### config.mk
export PLATFORM = sky130hd
export DESIGN_NAME = gpio_change_irq
export DESIGN_NICKNAME = d
export VERILOG_FILES = /design/src/rtl/gpio_ioc_pkg.sv /design/src/rtl/gpio_ioc_datapath.sv /design/src/rtl/gpio_ioc_ctrl.sv /design/src/rtl/gpio_change_irq.sv
export SDC_FILE = /design/constraint.sdc
export NUM_CORES = 1
export LEC_CHECK = 0
export BUFFER_PORTS_ARGS = -buffer_cell sky130_fd_sc_hd__buf_2
export CELL_PAD_IN_SITES_DETAIL_PLACEMENT = 0
export CELL_PAD_IN_SITES_GLOBAL_PLACEMENT = 1
export CORE_MARGIN = 4
export CORE_UTILIZATION = 35
export DETAILED_ROUTE_END_ITERATION = 7
export PLACE_DENSITY_LB_ADDON = 0.1
export SLEW_MARGIN = 20
export SYNTH_ARGS = -nofsm -noshare
export SYNTH_HDL_FRONTEND = slang
export SYNTH_HIERARCHICAL = 1
export SYNTH_SLANG_ARGS = --single-unit
### constraint.sdc
create_clock -name clk -period 3.4 [get_ports clk]
set_clock_uncertainty 0.05 [all_clocks]
set_input_delay 0.68 -clock clk [delete_from_list [all_inputs] [get_ports clk]]
set_output_delay 0.68 -clock clk [all_outputs]
set_load 0.01 [all_outputs]
### src/rtl/gpio_ioc_pkg.sv
package gpio_ioc_pkg;
  // Strobes issued by the control to the datapath each cycle
  typedef struct packed {
    logic load;   // record flag and snapshot this edge
    logic clear;  // drop the flag this edge
  } iocStrobe_t;
endpackage

### src/rtl/gpio_ioc_datapath.sv
module gpio_ioc_datapath
  import gpio_ioc_pkg::*;
#(
  parameter int PORT_W = 8
) (
  input  logic              clk,
  input  logic              rst_n,
  input  logic [PORT_W-1:0] pinIn,
  input  logic [PORT_W-1:0] polarityInv,
  input  logic [PORT_W-1:0] intEnable,
  input  logic [PORT_W-1:0] intControl,
  input  logic [PORT_W-1:0] defaultVal,
  input  iocStrobe_t        strobe,
  output logic              anyCand,
  output logic [PORT_W-1:0] flagReg,
  output logic [PORT_W-1:0] captureReg
);
  logic [PORT_W-1:0] effVal;
  logic [PORT_W-1:0] prevVal;
  logic              primed;
  logic [PORT_W-1:0] mismatch;
  logic [PORT_W-1:0] cand;
  logic [PORT_W-1:0] firstHit;
  logic              seen;

  assign effVal = pinIn ^ polarityInv;

  // per-pin trigger rule selected by the control bit
  for (genvar g = 0; g < PORT_W; g++) begin : g_rule
    assign mismatch[g] = intControl[g] ? (effVal[g] ^ defaultVal[g])
                                       : (primed & (effVal[g] ^ prevVal[g]));
  end

  assign cand    = mismatch & intEnable;
  assign anyCand = |cand;

  // lowest-numbered candidate wins
  always_comb begin
    firstHit = '0;
    seen     = 1'b0;
    for (int i = 0; i < PORT_W; i++) begin
      if (cand[i] && !seen) begin
        firstHit[i] = 1'b1;
        seen        = 1'b1;
      end
    end
  end

  always_ff @(posedge clk) begin
    if (!rst_n) begin
      prevVal    <= '0;
      primed     <= 1'b0;
      flagReg    <= '0;
      captureReg <= '0;
    end else begin
      prevVal <= effVal;
      primed  <= 1'b1;
      if (strobe.clear) begin
        flagReg <= '0;
      end else if (strobe.load) begin
        flagReg    <= firstHit;
        captureReg <= effVal;
      end
    end
  end
endmodule

### src/rtl/gpio_ioc_ctrl.sv
module gpio_ioc_ctrl
  import gpio_ioc_pkg::*;
(
  input  logic       clk,
  input  logic       rst_n,
  input  logic       anyCand,
  input  logic       rdPort,
  input  logic       rdCapture,
  input  logic       clearOnCaptureRd,
  input  logic       irqActiveHigh,
  input  logic       irqOpenDrain,
  output iocStrobe_t strobe,
  output logic       irqOut,
  output logic       irqDriveEn
);
  logic pending;
  logic clearHit;

  assign clearHit     = clearOnCaptureRd ? rdCapture : rdPort;
  assign strobe.clear = clearHit;
  assign strobe.load  = !clearHit && !pending && anyCand;

  always_ff @(posedge clk) begin
    if (!rst_n) begin
      pending <= 1'b0;
    end else if (strobe.clear) begin
      pending <= 1'b0;
    end else if (strobe.load) begin
      pending <= 1'b1;
    end
  end

  always_comb begin
    if (irqOpenDrain) begin
      irqOut     = 1'b0;
      irqDriveEn = pending;
    end else begin
      irqOut     = pending ? irqActiveHigh : !irqActiveHigh;
      irqDriveEn = 1'b1;
    end
  end
endmodule

### src/rtl/gpio_change_irq.sv
module gpio_change_irq
  import gpio_ioc_pkg::*;
#(
  parameter int PORT_W = 8
) (
  input  logic              clk,
  input  logic              rst_n,
  input  logic [PORT_W-1:0] pinIn,
  input  logic [PORT_W-1:0] polarityInv,
  input  logic [PORT_W-1:0] intEnable,
  input  logic [PORT_W-1:0] intControl,
  input  logic [PORT_W-1:0] defaultVal,
  input  logic              clearOnCaptureRd,
  input  logic              irqActiveHigh,
  input  logic              irqOpenDrain,
  input  logic              rdPort,
  input  logic              rdCapture,
  output logic [PORT_W-1:0] flagReg,
  output logic [PORT_W-1:0] captureReg,
  output logic              irqOut,
  output logic              irqDriveEn
);
  iocStrobe_t strobe;
  logic       anyCand;

  gpio_ioc_ctrl u_ctrl (
    .clk(clk), .rst_n(rst_n), .anyCand(anyCand),
    .rdPort(rdPort), .rdCapture(rdCapture),
    .clearOnCaptureRd(clearOnCaptureRd), .irqActiveHigh(irqActiveHigh),
    .irqOpenDrain(irqOpenDrain), .strobe(strobe),
    .irqOut(irqOut), .irqDriveEn(irqDriveEn)
  );

  gpio_ioc_datapath #(.PORT_W(PORT_W)) u_dp (
    .clk(clk), .rst_n(rst_n), .pinIn(pinIn), .polarityInv(polarityInv),
    .intEnable(intEnable), .intControl(intControl), .defaultVal(defaultVal),
    .strobe(strobe), .anyCand(anyCand),
    .flagReg(flagReg), .captureReg(captureReg)
  );
endmodule

* After elaboration in Yosys (flattened, before gate mapping)
Index checks and enable logic that the tools add are counted.
** Storage, ports and cells
- Register bits after elaboration :: 26
- Input bits :: 47
** Operators by class
- Mux-type cells :: 27
- Bitwise logic cells :: 28
- Reduce and logical (&&, ||, !) cells :: 22
** Operators by type and width (number)
- $mux 1 :: 27
- $xor 1x1->1 :: 16
- $logic_not 1->1 :: 10
- $logic_and 1x1->1 :: 9
- $and 1x1->1 :: 8
- $and 8x8->8 :: 1
- $reduce_or 8->1 :: 1
- $xor 8x8->8 :: 1
- $not 1->1 :: 2
- $reduce_and 2->1 :: 1
- $reduce_or 2->1 :: 1

* Logic depth before layout (Yosys ltp)
- Word-level depth :: 27
- Depth in mapped cells :: 12
- Mapped depth without buffers :: 10

* By module
Netlist, hierarchy kept.
** Modules (own cells, without submodules)
- gpio_ioc_datapath :: cells an instance 144, times used 1, sequential area each 500.5 sq um, area each 1437.6 sq um
- gpio_ioc_ctrl :: cells an instance 9, times used 1, sequential area each 20.0 sq um, area each 82.6 sq um

* Least setup slack after synthesis
OpenSTA, ideal clock, no wires.
- Path type :: input-to-reg
- Start point :: in polarityInv[0]
- End point :: reg u_dp.captureReg[6]
- Arrival :: 2831 ps
- Path buffers :: 1
- Path slack :: 403 ps
- Stages on the path :: 11
- Cells stage by stage :: xnor3_1 -> o22ai_2 -> a211oi_4 -> nand4_2 -> or3b_1 -> nor3b_2 -> inv_2 -> nor2_1 -> clkbuf_1 -> nand2_1 -> o211a_1
** RTL lines
- start, declared :: line gpio_change_irq.sv:9 : input logic [PORT_W-1:0] polarityInv,
- end signal, assigned :: line gpio_ioc_datapath.sv:62 : captureReg <= effVal;
- end, declared :: line gpio_ioc_datapath.sv:16 : output logic [PORT_W-1:0] captureReg

==> impl_metrics.py <==
metrics = {
    "outcome": {
        "status": "complete, no violations",
    },
    "placed_design": {
        "dp_hpwl_um": 3050,
        "gp_congestion": 0.768,
        "portBuffers": 64,
        "dpl_cell_area_um2": 1890,
    },
    "cells_and_area": {
        "layout.nets": 266,
        "antenna_cells": 0,
        "fillCellCount": 431,
        "areaGrowthSynthToFinish_pct": 28.9,
        "drive_above_1_share_pct": 36.2,
        "seq_area_um2": 520,
        "fin_area_um2": 1960,
        "layout_common_cells": "buf_2, dfxtp_1, nand2_1",
        "final_common_cell": "buf_2",
        "final_core_util_pct": 47.9,
        "multiInputGateArea_um2": 955,
    },
    "clock_tree": {
        "numCtsBuffers": 3,
        "h-tree-depth": 1,
        "clock_latency_ps": 280,
        "clock_sinks": 26,
        "cts_hold_buf": 0,
        "cts_buffer_depth": 2,
        "cts_root_buf": "clkbuf_8",
        "clkTransAtPathRegs_ps": 90,
        "cts.repair.resized": 0,
        "post-cts-setup-buffer-count": 0,
        "cts_tree": "done",
    },
    "route": {
        "drt-initial-drc-count": 20,
        "viasPerCell": 5.01,
        "drc": 0,
        "routedWlPerCell_um": 13.8,
        "first_pass_iters": 4,
        "routed_wl_um": 3710,
        "ant_nets": 0,
        "via_count": 1344,
    },
    "yosys": {
        "yosysWarnings": 6,
        "synthesis.area_um2": 1520,
        "synthesis.nets": 200,
        "synth_cell_types": 46,
        "synth_flop_cell": "dfxtp_1",
        "synth-edff-count": 0,
        "synthCells": 153,
        "seq_area_frac_synth_pct": 34.2,
        "async_flop_share_pct": 0,
        "ys_ff_latch": 26,
        "postSynthAreaPerCell_um2": 9.94,
    },
    "sta": {
        "finalSetupTns_ps": 0,
        "finalHoldViolCount": 0,
        "fin_crit_sh_pct": 85.0,
        "period_minus_slack_ps": 2890,
        "hold_ws_ps": 419,
        "rsz0062_at_grt": "false",
        "slew_violations": 0,
        "setup_viol": 0,
        "timing.fmax_ghz": 0.346,
        "worst_slew_pin_slew_ps": 442,
        "slew_headroom_pct": 70.3,
    },
    "min_path": {
        "hold_start": "u_dp/flagReg[4]",
        "hold_path_depth": 2,
        "min_path_type": "flop to flop",
        "hold-path-endpoint": "u_dp/flagReg[4]",
    },
    "die": {
        "die_w_um": 73.9,
        "rows": 23,
        "core_area_um2": 4090,
        "die-area_um2": 5460,
        "fp.dieH_um": 73.9,
        "initial_core_util_pct": 37.2,
        "top_level_ports": 65,
    },
    "global_routing": {
        "grt_pass1_wl_um": 5900,
        "grt_max_degree": 21,
        "grt_pass1_vias": 1402,
        "antenna_found_initial": 0,
        "grtUsageTotal_pct": 14.0,
        "overflow": 0,
    },
    "worst_setup_path": {
        "critPathKind": "primary input to flop",
        "worstSetupEndpointType": "flop",
        "crit_arrival_ps": 3020,
        "r2r_end": "u_dp/captureReg[0]",
        "worst_setup_path_start_kind": "primary input",
        "cp_max_fo": 10,
        "r2r_slack_ps": 570,
        "reg2reg_depth": 11,
        "timing.rr.start": "u_dp/primed",
        "worstPathRequired_ps": 3530,
    },
    "job": {
        "maxCapViolations": 0,
    },
    "power_and_ir_drop": {
        "peakVddDrop_uv": 158,
        "power.density_nw_per_um2": 412,
        "p_leak_nw": 0.972,
    },
}
-- critical path: stages --
cell and delay (ps):
buf_2 120, xnor3_1 380, o22ai_2 120, a211oi_4 350, nand4_2 150, or3b_1 380, nor3b_2 180, inv_2 150
nor2_1 120, buf_4 190, o211a_1 210
-- how the worst max path moves through the flow --
stage	from	endpoint	slack, ps	cells after the start
detailed placement	polarityInv[0]	u_dp/captureReg[0]	190	12
global route	u_dp/primed	u_dp/captureReg[2]	350	11
floorplan	polarityInv[0]	u_dp/captureReg[6]	400	11
CTS	polarityInv[0]	u_dp/captureReg[4]	510	11
finish	polarityInv[0]	u_dp/captureReg[4]	510	11
global placement	polarityInv[0]	u_dp/captureReg[3]	270	11
-- where the power goes --
part,total [mW],switching [mW],internal [mW],leakage [nW]
registers,0.337,0.0124,0.324,0.213
clock network,0.261,0.103,0.158,0.0357
logic,0.209,0.102,0.107,0.723
total,0.807,0.218,0.589,0.972
-- registers in the layout (all words and copies together) (netlist names) --
register and count:
u_dp/captureReg 8, u_dp/primed 1, u_dp/flagReg 8, u_ctrl/pending 1, u_dp/prevVal 8
-- cells by family after synthesis --
kind of cell,after synthesis,synth area share (%)
AOI/OAI and AO/OA,29,15.7
xor gates and xnor gates,23,20.1
buffers and inverters,9,2.96
DFF,26,34.2
muxes,4,2.96
and+or+nand+nor,62,24.0
-- through the flow --
step                setup WS [ps]  power (mW)  cells
floorplan                     403       0.478    153
global placement              274       0.550    264
detailed placement            188       0.556    264
CTS                           508       0.822    268
global route                  352       0.851    268
finish                        509       0.807    268
-- cell usage after synthesis (all sizes together), types with 2 or more instances --
library cell,n,area share (%)
inv,4,0.99
and2,6,2.5
dfxtp,26,34
o32ai,3,1.7
nor3b,2,1.3
nand2,17,4.2
o211a,7,4.6
xnor3,7,10
or2b,2,0.99
nand3,2,0.66
nor2,6,1.5
xor2,6,3.5
mux2i,3,2.0
nand4,6,2.9
nand3b,2,0.99
xnor2,10,6.3
a21oi,6,2.0
o22ai,4,2.1
nand2b,2,0.82
nor2b,9,3.7
o211ai,2,0.99
clkbuf,2,0.49
and3b,2,1.2
buf,3,1.5
-- metal layers --
metal / routed length, um / track usage [%] / vias up
li1: - / - / 681
met1: 1470 / 14.1 / 622
met2: 1970 / 27.8 / 35
met3: 222 / 2.60 / 6
met4: 55 / 5.43 / 0
met5: 0 / 0 / -
-- cell type report --
| class | instances | area share, % |
|---|---|---|
| Timing Repair Buffer | 66 | 17.1 |
| Clock inverter | 1 | 1.53 |
| Multi-Input combinational cell | 118 | 48.7 |
| Sequential cell | 26 | 26.6 |
| Tap cell | 50 | 3.19 |
| Inverter | 4 | 0.766 |
| Clock buffer | 3 | 2.11 |
(Power assumes the default switching activity.)
